$ cat config.mk
export PLATFORM = sky130hd
export DESIGN_NAME = autobaud_meter
export DESIGN_NICKNAME = d
export VERILOG_FILES = /design/src/rtl/abd_pkg.sv /design/src/rtl/abd_rx_edge.sv /design/src/rtl/abd_tick_gen.sv /design/src/rtl/abd_measure.sv /design/src/rtl/autobaud_meter.sv
export SDC_FILE = /design/constraint.sdc
export NUM_CORES = 1
export LEC_CHECK = 0
export ABC_CLOCK_PERIOD_IN_PS = 3800
export BUFFER_PORTS_ARGS = -buffer_cell sky130_fd_sc_hd__buf_4
export CAP_MARGIN = 20
export CORE_ASPECT_RATIO = 0.5
export CORE_MARGIN = 5
export CORE_UTILIZATION = 30
export DETAILED_ROUTE_END_ITERATION = 10
export PLACE_DENSITY = 0.57
export SETUP_SLACK_MARGIN = 0.02
export SLEW_MARGIN = 30
export SYNTH_ARGS = -nofsm -noshare
export SYNTH_HDL_FRONTEND = slang
export SYNTH_SLANG_ARGS = --single-unit
$ cat constraint.sdc
create_clock -name clk -period 3.8 [get_ports clk]
set_clock_uncertainty 0.15 [all_clocks]
set_input_delay 0.38 -clock clk [delete_from_list [all_inputs] [get_ports clk]]
set_output_delay 0.38 -clock clk [all_outputs]
set_load 0.05 [all_outputs]
$ cat src/rtl/abd_pkg.sv
// Package: shared state encoding and control word bit positions for the
// auto-baud meter. Assumes a 9-bit control word.
package abd_pkg;
    typedef enum logic [1:0] {
        ST_IDLE  = 2'd0,
        ST_ARMED = 2'd1,
        ST_COUNT = 2'd2
    } abd_state_t;

    localparam int CTRL_W     = 9;
    localparam int B_RUN      = 0;
    localparam int B_MODE     = 1;
    localparam int B_RESTART  = 2;
    localparam int B_EO_CLR   = 3;
    localparam int B_TO_CLR   = 4;
    localparam int B_EO_EN    = 5;
    localparam int B_TO_EN    = 6;
    localparam int B_EO_FLAG  = 7;
    localparam int B_TO_FLAG  = 8;
endpackage

$ cat src/rtl/abd_rx_edge.sv
// Module: two-flop synchroniser plus edge detector for the RX line.
// Assumes the line idles high; flops reset to 1 so no edge is seen at reset.
module abd_rx_edge (
    input  logic clk,
    input  logic rst_n,
    input  logic rx_i,
    output logic fall_o,
    output logic rise_o
);
    logic s1_q, s2_q, prev_q;

    // Synchronise RX and keep one delayed copy for edge detection.
    always_ff @(posedge clk) begin
        if (!rst_n) begin
            s1_q   <= 1'b1;
            s2_q   <= 1'b1;
            prev_q <= 1'b1;
        end else begin
            s1_q   <= rx_i;
            s2_q   <= s1_q;
            prev_q <= s2_q;
        end
    end

    assign fall_o = prev_q & ~s2_q;
    assign rise_o = ~prev_q & s2_q;
endmodule

$ cat src/rtl/abd_tick_gen.sv
// Module: prescaler producing one tick every PRESCALE enabled cycles.
// Assumes clr_i restarts the phase so the first tick lands PRESCALE cycles
// after the clear.
module abd_tick_gen #(
    parameter int PRESCALE = 16
) (
    input  logic clk,
    input  logic rst_n,
    input  logic clr_i,
    input  logic en_i,
    output logic tick_o
);
    generate
        if (PRESCALE <= 1) begin : g_direct
            assign tick_o = en_i;
        end else begin : g_div
            localparam int PW = $clog2(PRESCALE);
            localparam logic [PW-1:0] LAST = PW'(PRESCALE - 1);
            logic [PW-1:0] phase_q;

            // Advance the phase while enabled, wrapping at the last value.
            always_ff @(posedge clk) begin
                if (!rst_n || clr_i)
                    phase_q <= '0;
                else if (en_i)
                    phase_q <= (phase_q == LAST) ? '0 : phase_q + 1'b1;
            end

            assign tick_o = en_i && (phase_q == LAST);
        end
    endgenerate
endmodule

$ cat src/rtl/abd_measure.sv
// Module: measurement sequencer and tick counter. Waits for a falling edge,
// counts ticks until the window-ending edge for the latched mode, and
// reports completion or overflow as single-cycle events.
// Assumes start_i only arrives while idle and abort_i only while busy.
module abd_measure
    import abd_pkg::*;
#(
    parameter int CNT_W    = 16,
    parameter int PRESCALE = 16
) (
    input  logic             clk,
    input  logic             rst_n,
    input  logic             start_i,
    input  logic             abort_i,
    input  logic             mode_i,
    input  logic             restart_i,
    input  logic             fall_i,
    input  logic             rise_i,
    output logic             busy_o,
    output logic             done_ev_o,
    output logic             tmo_ev_o,
    output logic [CNT_W-1:0] result_o
);
    localparam logic [CNT_W-1:0] CNT_MAX = {CNT_W{1'b1}};

    abd_state_t       state_q;
    logic             mode_q;
    logic [CNT_W-1:0] cnt_q;
    logic             tick;
    logic             counting;
    logic             end_edge;
    logic             ovf;
    logic [CNT_W-1:0] cnt_inc;

    assign counting = (state_q == ST_COUNT);

    abd_tick_gen #(.PRESCALE(PRESCALE)) u_tick (
        .clk   (clk),
        .rst_n (rst_n),
        .clr_i (state_q == ST_ARMED && fall_i),
        .en_i  (counting),
        .tick_o(tick)
    );

    // Window end, overflow detection and the value the result would take.
    always_comb begin
        end_edge  = mode_q ? fall_i : rise_i;
        ovf       = counting && tick && (cnt_q == CNT_MAX);
        cnt_inc   = cnt_q + {{(CNT_W-1){1'b0}}, tick};
        done_ev_o = counting && !abort_i && !ovf && end_edge;
        tmo_ev_o  = counting && !abort_i && ovf;
        result_o  = mode_q ? (cnt_inc >> 1) : cnt_inc;
    end

    assign busy_o = (state_q != ST_IDLE);

    // Sequencer: idle, waiting for the start edge, counting the window.
    always_ff @(posedge clk) begin
        if (!rst_n) begin
            state_q <= ST_IDLE;
            mode_q  <= 1'b0;
            cnt_q   <= '0;
        end else if (abort_i) begin
            state_q <= ST_IDLE;
        end else begin
            case (state_q)
                ST_IDLE: begin
                    if (start_i) begin
                        state_q <= ST_ARMED;
                        mode_q  <= mode_i;
                    end
                end
                ST_ARMED: begin
                    if (fall_i) begin
                        state_q <= ST_COUNT;
                        cnt_q   <= '0;
                    end
                end
                ST_COUNT: begin
                    if (tmo_ev_o)
                        state_q <= restart_i ? ST_ARMED : ST_IDLE;
                    else if (done_ev_o)
                        state_q <= ST_IDLE;
                    else
                        cnt_q <= cnt_inc;
                end
                default: state_q <= ST_IDLE;
            endcase
        end
    end
endmodule

$ cat src/rtl/autobaud_meter.sv
// Module: top of the auto-baud meter. Holds the control word, the sticky
// flags, the divisor register and the interrupt, around the edge detector
// and measurement sequencer.
// Assumes one control word write per cycle; clear bits act only as strobes.
module autobaud_meter
    import abd_pkg::*;
#(
    parameter int CNT_W    = 16,
    parameter int PRESCALE = 16
) (
    input  logic             clk,
    input  logic             rst_n,
    input  logic             cfg_we,
    input  logic [8:0]       cfg_wdata,
    output logic [8:0]       cfg_rdata,
    input  logic             rx_i,
    output logic [CNT_W-1:0] divisor_o,
    output logic             done_o,
    output logic             irq_o
);
    logic             fall, rise;
    logic             busy, done_ev, tmo_ev;
    logic [CNT_W-1:0] result;
    logic             mode_q, restart_q, eo_en_q, to_en_q;
    logic             eo_flag_q, to_flag_q;
    logic             start, abort;

    assign start = cfg_we &&  cfg_wdata[B_RUN] && !busy;
    assign abort = cfg_we && !cfg_wdata[B_RUN] &&  busy;

    abd_rx_edge u_edge (
        .clk   (clk),
        .rst_n (rst_n),
        .rx_i  (rx_i),
        .fall_o(fall),
        .rise_o(rise)
    );

    abd_measure #(.CNT_W(CNT_W), .PRESCALE(PRESCALE)) u_meas (
        .clk      (clk),
        .rst_n    (rst_n),
        .start_i  (start),
        .abort_i  (abort),
        .mode_i   (cfg_wdata[B_MODE]),
        .restart_i(restart_q),
        .fall_i   (fall),
        .rise_i   (rise),
        .busy_o   (busy),
        .done_ev_o(done_ev),
        .tmo_ev_o (tmo_ev),
        .result_o (result)
    );

    // Configuration bits: loaded on every control word write.
    always_ff @(posedge clk) begin
        if (!rst_n) begin
            mode_q    <= 1'b0;
            restart_q <= 1'b0;
            eo_en_q   <= 1'b0;
            to_en_q   <= 1'b0;
        end else if (cfg_we) begin
            mode_q    <= cfg_wdata[B_MODE];
            restart_q <= cfg_wdata[B_RESTART];
            eo_en_q   <= cfg_wdata[B_EO_EN];
            to_en_q   <= cfg_wdata[B_TO_EN];
        end
    end

    // Sticky flags: set by events, cleared by write-one strobes; set wins.
    always_ff @(posedge clk) begin
        if (!rst_n) begin
            eo_flag_q <= 1'b0;
            to_flag_q <= 1'b0;
        end else begin
            if (done_ev)
                eo_flag_q <= 1'b1;
            else if (cfg_we && cfg_wdata[B_EO_CLR])
                eo_flag_q <= 1'b0;
            if (tmo_ev)
                to_flag_q <= 1'b1;
            else if (cfg_we && cfg_wdata[B_TO_CLR])
                to_flag_q <= 1'b0;
        end
    end

    // Divisor register and completion pulse.
    always_ff @(posedge clk) begin
        if (!rst_n) begin
            divisor_o <= '0;
            done_o    <= 1'b0;
        end else begin
            done_o <= done_ev;
            if (done_ev)
                divisor_o <= result;
        end
    end

    // Read view of the control word; clear strobes read back as 0.
    always_comb begin
        cfg_rdata            = '0;
        cfg_rdata[B_RUN]     = busy;
        cfg_rdata[B_MODE]    = mode_q;
        cfg_rdata[B_RESTART] = restart_q;
        cfg_rdata[B_EO_EN]   = eo_en_q;
        cfg_rdata[B_TO_EN]   = to_en_q;
        cfg_rdata[B_EO_FLAG] = eo_flag_q;
        cfg_rdata[B_TO_FLAG] = to_flag_q;
    end

    assign irq_o = (eo_flag_q && eo_en_q) || (to_flag_q && to_en_q);
endmodule

**Word level (Yosys, flattened, before mapping)**

Cells that the tools add are included.

- Register bits after elaboration: 49
- Input port bits: 13
- Output and inout bits: 27
- Logic and storage cells: 81

- Add/sub/neg operators: 2
- Eq/ne operators: 9
- Muxes and demuxes: 17
- Bitwise operators: 6
- Reductions and logical operators: 32

Operator list:

| cell | number |
|---|---|
| $mux W16 | 4 |
| $pmux W16 S2 | 1 |
| $add A16 B1 Y16 | 1 |
| $eq A16 B16 Y1 const B | 1 |
| $logic_and A1 B1 Y1 | 16 |
| $mux W2 | 4 |
| $reduce_bool A2 Y1 | 4 |
| $mux W1 | 6 |
| $ne A2 B2 Y1 const B | 3 |
| $pmux W2 S3 | 1 |
| $reduce_and A3 Y1 | 2 |
| $logic_not A1 Y1 | 5 |
| $reduce_and A5 Y1 | 1 |
| $add A4 B1 Y4 const B | 1 |
| $eq A4 B4 Y1 const B | 1 |
| $mux W4 | 1 |
| $not A1 Y1 | 4 |
| $ne A3 B3 Y1 const B | 1 |
| $and A1 B1 Y1 | 2 |
| $eq A2 B1 Y1 const B | 1 |
| $eq A2 B2 Y1 const B | 1 |
| $logic_not A2 Y1 | 1 |
| $logic_or A1 B1 Y1 | 2 |
| $ne A2 B1 Y1 const B | 1 |
| $reduce_or A2 Y1 | 1 |

**Longest topological paths before layout**

Gate-level depths: netlist (run 1).

- Depth in word-level cells: 10
- Depth in mapped cells: 10
- Depth with buffers taken out: 10

**By module**

Synthesis (run 1) repeated with hierarchy kept, for this count alone.

- Cell total of the unflattened synthesis: 323
- Area, all modules: 2821.5 um^2

By module, submodules not included:

| module | instances | cells an instance | area an instance (um^2) | seq. area each (um^2) |
|---|---|---|---|---|
| abd_measure | 1 | 206 | 1582.8 | 380.4 |
| autobaud_meter | 1 | 89 | 962.2 | 460.4 |
| abd_tick_gen | 1 | 20 | 185.2 | 80.1 |
| abd_rx_edge | 1 | 8 | 91.3 | 60.1 |

**Worst setup path before layout (run 1)**

No wires, ideal clock.

- Kind: flip-flop to flip-flop
- Start point: register u_meas.state_q[1]
- End point: register divisor_o[9]
- Arrival: 2283 ps
- Data required time: 3589 ps
- Slack: 1306 ps
- Cell stages (with the launch flop): 10
- Path buffers: 1
- Period minus slack after synthesis: 2494 ps
- Path through: dfxtp_1 > nor2b_1 > clkbuf_1 > and2_1 > ha_1 > nand3_1 > or3_1 > or2_2 > a21oi_1 > o221a_1

- Cells in the longest elaborated chain, start to end: 7
- Elaborated cells between the ends (all ways): 13
- Those cells by class: add/sub: 1; eq/ne: 1; mux: 1; reduce/logical: 10

Ends and longest elaborated chain:

| element | RTL line | source |
|---|---|---|
| start, declared | abd_measure.sv:26 | `abd_state_t state_q;` |
| start signal, assigned | abd_measure.sv:81 | `state_q <= restart_i ? ST_ARMED : ST_IDLE;` |
| branches (longest 7 deep; another with $add A16 B1 Y16) | - |  |
| end signal, assigned | autobaud_meter.sv:94 | `divisor_o <= result;` |
| end, declared | autobaud_meter.sv:17 | `output logic [CNT_W-1:0] divisor_o,` |

Parallel ways; which one is timed is not known.
A chain may end at the register's enable or synchronous reset.

**Worst setup path after layout (run 1)**

- Start point: register u_meas.u_tick.g_div.phase_q[0]
- End point: register divisor_o[14]

- Cells in the longest elaborated chain, start to end: 7
- Elaborated cells between the ends (all ways): 9
- Those cells by class: add/sub: 1; eq/ne: 1; mux: 1; reduce/logical: 6

Ends and longest elaborated chain:

| element | RTL line | source |
|---|---|---|
| start, declared | abd_tick_gen.sv:19 | `logic [PW-1:0] phase_q;` |
| start signal, assigned | abd_tick_gen.sv:26 | `phase_q <= (phase_q == LAST) ? '0 : phase_q + 1'b1;` |
| $eq A4 B4 Y1 (*) | abd_tick_gen.sv:29 | `assign tick_o = en_i && (phase_q == LAST);` |
| $logic_and A1 B1 Y1 (*) | abd_tick_gen.sv:29 |  |
| branches (longest 5 deep; another with $add A16 B1 Y16) | - |  |

Mark *: on every way between the ends.

==> results.json, run 1 <==
{
  "status": "completed",
  "drtIter0Drc": 142,
  "grt_start_max_net_pins": 34,
  "synth_edf_count": 0,
  "postCtsSetupBuffers": 0,
  "drc": 0,
  "fin_crit_sh_pct": 73.1,
  "drive_gt1_share_pct": 16.6,
  "syn_area_per_cell_sq_um": 8.11,
  "power_density_nw_per_um2": 339,
  "antenna_left": 0,
  "start_util_pct": 31.1,
  "arrival_ns": 2.79,
  "end_kind": "flip-flop",
  "ys_ff_latch": 49,
  "crit_type": "flip-flop to flip-flop",
  "final-max-slew-violation-count": 0,
  "clkTransAtPathRegs_ns": 0.06,
  "max_freq_mhz": 360,
  "regArea_sq_um": 981,
  "crit_slowest_cell": "nor4_1",
  "max-cap-violations": 0,
  "grt_pass1_vias": 2190,
  "placement_rows": 24,
  "hold_buffers": 0,
  "synth_top_area_share_pct": 36.0,
  "yosysSeqAreaShare_pct": 36.0,
  "hold_end": "u_edge.s1_q",
  "syn_area_sq_um": 2720,
  "whs_path_depth": 2,
  "yosys.area.top_type": "dfxtp_1",
  "synth_flop_cell": "dfxtp_1",
  "setup_violations": 0,
  "nFillCells": 947,
  "cts.path.max_buffers": 2,
  "place_congestion": 0.780,
  "path_cells": "ha_1 > and3_1 > and2_1 > ha_1 > ha_1 > nand2_1 > nor4_1 > xor2_1 > mux2i_1 > o22ai_1",
  "yosys-top-cells-area": "dfxtp_1 36%, mux2i_1 6.6%, nand2_1 6.1%, nor2_1 4.0%, xor2_1 3.2%",
  "r2r-end": "divisor_o[14]",
  "final_cell_area_sq_um": 3130,
  "via_per_inst": 4.95,
  "drt-total-wl_mm": 6.17,
  "io_buffers": 35,
  "tritoncts.num_buffers": 5,
  "rr_worst_depth": 10,
  "fin_crit_ns": 2.78,
  "die-height_um": 77.4,
  "cts.repair.resized": 0,
  "place_area_sq_um": 2980,
  "multi_input_comb_area_sq_um": 1540,
  "rsz0062_at_grt": "false",
  "die_w_um": 145,
  "cts_htree_levels": 2,
  "path_depth": 10,
  "reg2reg_slack_ns": 1.02,
  "cts_root_buf": "clkbuf_16",
  "start_kind": "flip-flop",
  "io_pins": 40,
  "min_path_type": "primary input to flip-flop",
  "min_from": "rx_i",
  "clk_latency_ns": 0.29,
  "grt_pass1_wl_mm": 10.8,
  "drt-pass1-iter-count": 7,
  "antenna_found_initial": 0,
  "cp.required_ns": 3.81,
  "placed_cells": 459,
  "hpwl_mm": 4.37,
  "ir_drop_v": 0.000171,
  "critical_path.max_fanout": 6,
  "core_sq_um": 8770,
  "routedWlPerCell_um": 13.2,
  "syn2layout_area_growth_pct": 15.0,
  "syn_inst": 336,
  "slew_headroom_pct": 48.2,
  "hold_viol": 0,
  "crit_buf_inv": 0,
  "grt_overflow": 0,
  "setup-tns-final_ns": 0,
  "worst_path_largest_cell_delay_ns": 0.42,
  "crit_top_cell": "ha_1",
  "finalNetCount": 365,
  "timing.hold.ws_ns": 0.123,
  "cp_top_family": "simple AND/OR/NAND/NOR gates",
  "num_vias": 2313,
  "p_leak_nw": 1.19,
  "diodes": 0,
  "r2r_start": "u_meas.u_tick.g_div.phase_q[0]",
  "async_reset_ff_share_pct": 0,
  "grt.total_usage_pct": 11.7,
  "die_area_sq_um": 11200,
  "clock-sinks": 49,
  "tightest_slew_ns": 0.775,
  "stdcell_count": 467,
  "cts_tree": "done",
  "yosys_warnings": 0,
  "synth_cell_types": 52
}
[cell type report]
class                           instances  area share [%]
Multi-Input combinational cell        249            49.0
Sequential cell                        49            31.3
Timing Repair Buffer                   39            9.35
Clock buffer                            7            4.87
Tap cell                              117            4.67
Inverter                                5           0.599
Clock inverter                          1           0.160
[worst reg2reg max path, cell delays in order (launching register included)]
cell     delay, ns
dfxtp_1       0.37
ha_1          0.18
and3_1        0.20
and2_1        0.19
ha_1          0.24
ha_1          0.31
nand2_1       0.15
nor4_1        0.42
xor2_1        0.15
mux2i_1       0.19
o22ai_1       0.09
[where the power goes]
group          total (mW)  internal (mW)  leakage (nW)  switching, mW
Combinational      0.0676         0.0234         0.713         0.0442
Sequential          0.523          0.519         0.396        0.00408
Clock               0.473          0.279        0.0799          0.194
[routing by layer]
| metal | up-vias | wire length [um] | GRT usage, % |
|---|---|---|---|
| li1 | 1205 | - | - |
| met3 | 7 | 247 | 2.64 |
| met2 | 30 | 2710 | 18.1 |
| met4 | 0 | 97 | 3.91 |
| met5 | - | 0 | 0 |
| met1 | 1071 | 3110 | 16.2 |
[kinds of logic after synthesis]
family | after synthesis | share of synthesized area [%]
compound gates | 58 | 14.1
mux | 18 | 6.61
xor+xnor | 15 | 4.82
fa+ha+maj | 3 | 1.38
other cells | 1 | 0.138
simple gates | 153 | 29.2
buf+inv | 39 | 7.72
flops | 49 | 36.0
[cells in the final DEF (no fill, tap or decap), types with 4 or more instances in the layout]
master / netlist / routed
nor2_1: 29 / 29
and2_1: 4 / 4
o22ai_1: 7 / 7
dfxtp_1: 49 / 49
nor2b_1: 8 / 8
nand3b_1: 8 / 8
inv_1: 4 / 4
nand2_1: 44 / 44
mux2i_1: 18 / 18
clkbuf_16: 0 / 5
a21oi_1: 15 / 15
buf_4: 10 / 39
xor2_1: 10 / 10
a31oi_1: 11 / 11
xnor2_1: 5 / 5
nand2b_1: 4 / 4
nand4_1: 6 / 6
o21ai_0: 10 / 10
nand3_1: 14 / 14
nor3_1: 11 / 11
[state kept, by name, indices dropped and copies added, names as in the netlist]
signal	cells
u_edge.s1_q	1
u_meas.mode_q	1
eo_flag_q	1
u_meas.cnt_q	16
u_meas.u_tick.g_div.phase_q	4
mode_q	1
divisor_o	16
restart_q	1
u_meas.state_q	2
u_edge.prev_q	1
to_en_q	1
eo_en_q	1
u_edge.s2_q	1
done_o	1
to_flag_q	1
[cells in the mapped netlist, types with 10 or more instances]
library cell and count:
xor2_1 10, buf_4 10, dfxtp_1 49, o21ai_0 10, mux2i_1 18, nand2_1 44
clkbuf_1 12, nor2_1 29, a21oi_1 15, a31oi_1 11, nor3_1 11, nand3_1 14
[stage by stage]
step,utilization [%],total power [mW],setup WS (ns)
finish,35.7,1.06,1.02
global route,35.7,1.11,0.722
CTS,35.7,1.08,1.02
detailed placement,33.9,0.603,1.04
global placement,33.9,0.602,1.07
floorplan,-,0.588,1.31
[worst max-delay path by stage]
stage                                         from               to  slack, ns
detailed placement                 u_meas.cnt_q[4]  u_meas.cnt_q[4]       1.04
global placement                   u_meas.cnt_q[4]  u_meas.cnt_q[8]       1.07
floorplan                        u_meas.state_q[1]     divisor_o[9]       1.31
global route        u_meas.u_tick.g_div.phase_q[0]    divisor_o[14]       0.72
finish              u_meas.u_tick.g_div.phase_q[0]    divisor_o[14]       1.02
CTS                                u_meas.cnt_q[4]  u_meas.cnt_q[8]       1.02
(Power assumes the default switching activity.)
==> run 2, diff against run 1 <==
- ABC_CLOCK_PERIOD_IN_PS: 3800 -> 2700
- clock period: 3.8 -> 2.7 ns (I/O delays scaled with it)
==> run 2 against run 1 <==
Compared with the run above:
- sequential power grew 41%
- clock-buffer cell count down 2
- critical path type unchanged
- clock power grew 74%
- largest power group is now clock
- sequential cell count unchanged
- highest routed layer unchanged
==> results.json, run 2 (same netlist as run 1, synthesis figures left out) <==
{
  "status": "completed",
  "antenna_left": 0,
  "p_leak_nw": 1.31,
  "syn2layout_area_growth_pct": 23.7,
  "internal-power_mw": 1.30,
  "drive_gt1_share_pct": 23.6,
  "antenna_found_initial": 0,
  "hold_buffers": 0,
  "place_congestion": 0.838,
  "diodes": 0,
  "cts_root_buf": "clkbuf_16",
  "p_sw_mw": 0.354,
  "grt_overflow": 0,
  "clk_latency_ns": 0.29,
  "clock_power_share_pct": 49.7,
  "fin_crit_sh_pct": 90.4,
  "die_area_sq_um": 11200,
  "io_buffers": 35,
  "die_w_um": 145,
  "layout_commonest_cell": "buf_4",
  "max_freq_mhz": 410,
  "power_frac_comb_pct": 5.8,
  "swShare_pct": 21.4,
  "start_util_pct": 31.1,
  "placement_rows": 24,
  "crit_slowest_cell": "or3_1",
  "tritoncts.num_buffers": 5,
  "clkTransAtPathRegs_ns": 0.07,
  "max-cap-violations": 0,
  "layout_common_cells": "57 x buf_4, 48 x dfxtp_1, 43 x nand2_1",
  "final-max-slew-violation-count": 0,
  "clock-sinks": 49,
  "whs_path_depth": 2,
  "hold_end": "u_edge.s1_q",
  "io_pins": 40,
  "end_kind": "flip-flop",
  "setup_violations": 0,
  "fin_crit_ns": 2.44,
  "seq_power_share_pct": 44.6,
  "routedWlPerCell_um": 13.0,
  "rsz0062_at_grt": "false",
  "drt-pass1-iter-count": 4,
  "die-height_um": 77.4,
  "min_path_type": "primary input to flip-flop",
  "reg2reg_slack_ns": 0.26,
  "worst_path_largest_cell_delay_ns": 0.42,
  "grt_start_max_net_pins": 34,
  "cts_htree_levels": 2,
  "min_from": "rx_i",
  "finalNetCount": 383,
  "drc": 0,
  "drtIter0Drc": 112,
  "drt-total-wl_mm": 6.31,
  "arrival_ns": 2.53,
  "power_density_nw_per_um2": 490,
  "hold_viol": 0,
  "crit_type": "flip-flop to flip-flop",
  "rr_worst_depth": 9,
  "reg_top3": "divisor_o x16, u_meas.cnt_q x16, u_meas.u_tick.g_div.phase_q x4",
  "critical_path.max_fanout": 5,
  "hpwl_mm": 4.61,
  "cts.path.max_buffers": 2,
  "ir_drop_v": 0.000355,
  "path_cells": "ha_1 > and3_1 > and2_4 > ha_4 > nand3_1 > or3_1 > or2_2 > a21oi_1 > o221a_1",
  "stdcell_count": 485,
  "placed_cells": 476,
  "grt.total_usage_pct": 11.6,
  "cp.required_ns": 2.79,
  "cts_tree": "done",
  "grt_pass1_vias": 2257,
  "r2r_start": "u_meas.u_tick.g_div.phase_q[1]",
  "nFillCells": 923,
  "r2r-end": "divisor_o[9]",
  "via_per_inst": 4.90,
  "start_kind": "flip-flop",
  "grt_pass1_wl_mm": 10.8,
  "num_vias": 2378,
  "setup-tns-final_ns": 0,
  "core_sq_um": 8770
}
==> run 2: worst max-delay path: cells and delay by family, from the launching register on <==
kind                     cells  cell delay (ns)
adder cells (fa/ha/maj)      2             0.33
AND/OR/NAND/NOR              5             1.22
AO/OA/AOI/OAI                2             0.33
flip-flops                   1             0.35
==> run 2: layout make-up <==
class,instances,area (sq um),share of cell area [%]
multi-input cells,249,1600,47.5
clock buffers,5,125,3.71
flip-flops and latches,49,982,29.1
inverters,5,18.8,0.557
repair buffers,57,428,12.7
clock inverters,3,68.8,2.04
well taps,117,146,4.34
==> run 2: power groups by stage <==
stage	registers [mW]	clock network (mW)	logic, mW
after CTS	0.736	0.844	0.0959
after global routing	0.737	0.872	0.104
after global placement	0.753	0	0.0958
after floorplan	0.751	0	0.0765
final	0.736	0.821	0.0954
after detailed placement	0.753	0	0.0956
==> run 2: timing repair <==
item / CTS / global route
endpoints found under the setup margin: 2 / 19
gates resized for setup: 1 / 13
hold endpoints to repair: 0 / 0
setup buffers: 0 / 1
pin swaps: 0 / 3
==> run 2: metrics by stage <==
step / setup WS, ns / cell area (sq um) / power [mW] / hold WS (ns) / util [%]
4_1_cts: 0.0210 / 3300 / 1.68 / 0.00548 / 37.7
2_1_floorplan: 0.206 / 2730 / 0.827 / 0.221 / -
6_report: 0.258 / 3370 / 1.65 / 0.0107 / 38.4
5_1_grt: 0.0645 / 3370 / 1.71 / 0.0180 / 38.4
3_5_place_dp: 0.0415 / 3100 / 0.848 / 0.247 / 35.4
3_3_place_gp: 0.0694 / 3100 / 0.848 / 0.244 / 35.4
==> run 2: worst max-delay path by stage <==
stage,start,to
floorplan,u_meas.state_q[1],divisor_o[9]
global placement,u_meas.u_tick.g_div.phase_q[0],divisor_o[9]
detailed placement,u_meas.u_tick.g_div.phase_q[0],divisor_o[14]
CTS,u_meas.u_tick.g_div.phase_q[0],divisor_o[12]
global route,u_meas.u_tick.g_div.phase_q[1],divisor_o[15]
finish,u_meas.u_tick.g_div.phase_q[1],divisor_o[9]
==> run 2: routing by layer <==
| metal | vias up | global-route usage [%] | share of wire [%] |
|---|---|---|---|
| met1 | 1118 | 16.4 | 51 |
| li1 | 1232 | - | - |
| met4 | 0 | 2.89 | 1.1 |
| met3 | 5 | 2.58 | 2.9 |
| met5 | - | 0 | 0 |
| met2 | 23 | 18.1 | 45 |
==> run 3, diff against run 2 <==
- ABC_CLOCK_PERIOD_IN_PS: 2700 -> 2500
- clock period: 2.7 -> 2.5 ns (I/O delays scaled with it)
==> run 3 against run 2 <==
Compared with the run above:
- clock power up 8.0%
- final cell count up 2.5%
- global-route usage up 0.40 points
- total power up 8.4%
- critical path depth unchanged
- non-clock buffer count up 12
- utilization up 1.4 points
- wire length up 4.8%
- critical path type unchanged
- via count up 3.5%
==> results.json, run 3 (same netlist as run 1, synthesis figures left out) <==
{
  "max_freq_mhz": 419,
  "regArea_sq_um": 981,
  "worst_path_largest_cell_delay_ns": 0.44,
  "antenna_found_initial": 0,
  "drc": 0,
  "hold_viol": 0,
  "rsz0062_at_grt": "false",
  "path_cells": "ha_1 > and3_4 > and2_4 > ha_4 > nand3_2 > or3_4 > or2_2 > a21oi_1 > o221a_1",
  "io_buffers": 35,
  "drtIter0Drc": 109,
  "end_kind": "flip-flop",
  "cts_htree_levels": 2,
  "gr-max-usage-layer": "met2",
  "status": "completed",
  "grt_pass1_wl_mm": 11.2,
  "cp.required_ns": 2.59,
  "fin_crit_ns": 2.38,
  "use_met3_pct": 2.15,
  "clk_latency_ns": 0.29,
  "num_vias": 2461,
  "layout_commonest_cell": "buf_4",
  "drt-total-wl_mm": 6.61,
  "grt_use_met1_pct": 16.8,
  "core_sq_um": 8770,
  "start_kind": "flip-flop",
  "whs_path_depth": 3,
  "clkTransAtPathRegs_ns": 0.07,
  "tritoncts.num_buffers": 5,
  "arrival_ns": 2.47,
  "critical_path.max_fanout": 4,
  "syn2layout_area_growth_pct": 28.3,
  "place_congestion": 0.829,
  "drive_gt1_share_pct": 26.3,
  "pre_cts_slack_ns": -0.0571,
  "r2r-end": "divisor_o[9]",
  "multi_input_comb_area_sq_um": 1620,
  "min_path_type": "primary input to flip-flop",
  "die_w_um": 145,
  "grt_start_max_net_pins": 34,
  "die-height_um": 77.4,
  "grt_overflow": 0,
  "power_density_nw_per_um2": 512,
  "crit_buf_inv": 0,
  "reg_top3": "divisor_o x16, u_meas.cnt_q x16, u_meas.u_tick.g_div.phase_q x4",
  "die_area_sq_um": 11200,
  "clock-sinks": 49,
  "setup_violations": 0,
  "io_pins": 40,
  "drt-pass1-iter-count": 4,
  "rr_worst_depth": 9,
  "layout_common_cells": "67 x buf_4, 49 x dfxtp_1, 44 x nand2_1",
  "ir_drop_v": 0.000236,
  "via_per_inst": 4.95,
  "cp_top_family": "simple AND/OR/NAND/NOR gates",
  "crit_type": "flip-flop to flip-flop",
  "placed_cells": 487,
  "cts_tree": "done",
  "crit_slowest_cell": "or3_4",
  "nFillCells": 923,
  "fin_crit_sh_pct": 95.4,
  "p_leak_nw": 1.39,
  "start_util_pct": 31.1,
  "reg2reg_slack_ns": 0.12,
  "timing.final.ws_setup_ns": 0.115,
  "hpwl_mm": 4.80,
  "cts.path.max_buffers": 2,
  "antenna_left": 0,
  "grt_pass1_vias": 2351,
  "stdcell_count": 497,
  "final-max-slew-violation-count": 0,
  "placement_rows": 24,
  "grt.total_usage_pct": 12.0,
  "hold_end": "eo_en_q",
  "diodes": 0,
  "max-cap-violations": 0,
  "slew_headroom_pct": 67.2,
  "finalNetCount": 395,
  "tightest_slew_ns": 0.486,
  "cts_root_buf": "clkbuf_16",
  "gr-usage-met2_pct": 18.8,
  "r2r_start": "u_meas.u_tick.g_div.phase_q[0]",
  "routedWlPerCell_um": 13.3,
  "min_from": "cfg_wdata[5]"
}
==> run 3: worst max path at each step <==
stage | slack (ns) | start | depth (start not counted) | endpoint
3_5_place_dp | -0.06 | u_meas.u_tick.g_div.phase_q[0] | 10 | divisor_o[9]
3_3_place_gp | -0.008 | u_meas.u_tick.g_div.phase_q[0] | 10 | divisor_o[9]
4_1_cts | 0.02 | u_meas.u_tick.g_div.phase_q[0] | 9 | divisor_o[9]
2_1_floorplan | 0.07 | u_meas.u_tick.g_div.phase_q[0] | 10 | divisor_o[9]
5_1_grt | 0.009 | u_meas.u_tick.g_div.phase_q[0] | 9 | divisor_o[9]
6_report | 0.12 | u_meas.u_tick.g_div.phase_q[0] | 9 | divisor_o[9]
==> run 3: what timing repair did <==
action	4_1_cts	5_1_grt
buffers inserted	0	1
pin swaps	0	2
hold buffers	1	0
endpoints found under the setup margin	3	14
resized for setup	3	13
endpoints found under the hold margin	1	0
==> run 3: cell type report <==
type	count	area share, %
Timing Repair Buffer	69	15.3
Tap cell	117	4.19
Inverter	5	0.537
Clock buffer	5	3.58
Clock inverter	3	1.97
Multi-Input combinational cell	249	46.4
Sequential cell	49	28.1
==> run 3: worst min-delay path, stage by stage <==
cell	delay, ns
buf_4	0.08
mux2i_1	0.05
nor2_1	0.07
==> run 3: report_power, final <==
group          switching [mW]  internal [mW]  total (mW)
Sequential            0.00504          0.788       0.793
Clock                   0.310          0.577       0.887
Combinational          0.0687         0.0409       0.110
Total                   0.384           1.41        1.79
==> run 3: layer usage <==
layer / vias to the layer above / share of wire (%)
met5: - / 0
met4: 0 / 1.6
li1: 1263 / -
met1: 1152 / 51
met2: 34 / 45
met3: 12 / 2.8
==> run 3: through the flow <==
| step | total power [mW] | hold WS (ns) | area, sq um | TNS, ns | util (%) |
|---|---|---|---|---|---|
| after floorplan | 0.893 | 0.201 | 2730 | 0 | - |
| after CTS | 1.80 | 0.0397 | 3410 | 0 | 38.9 |
| after detailed placement | 0.921 | 0.243 | 3200 | -0.0571 | 36.5 |
| final | 1.79 | 0.0415 | 3490 | 0 | 39.9 |
| after global placement | 0.920 | 0.242 | 3200 | -0.00825 | 36.5 |
| after global routing | 1.84 | 0.0486 | 3490 | 0 | 39.9 |
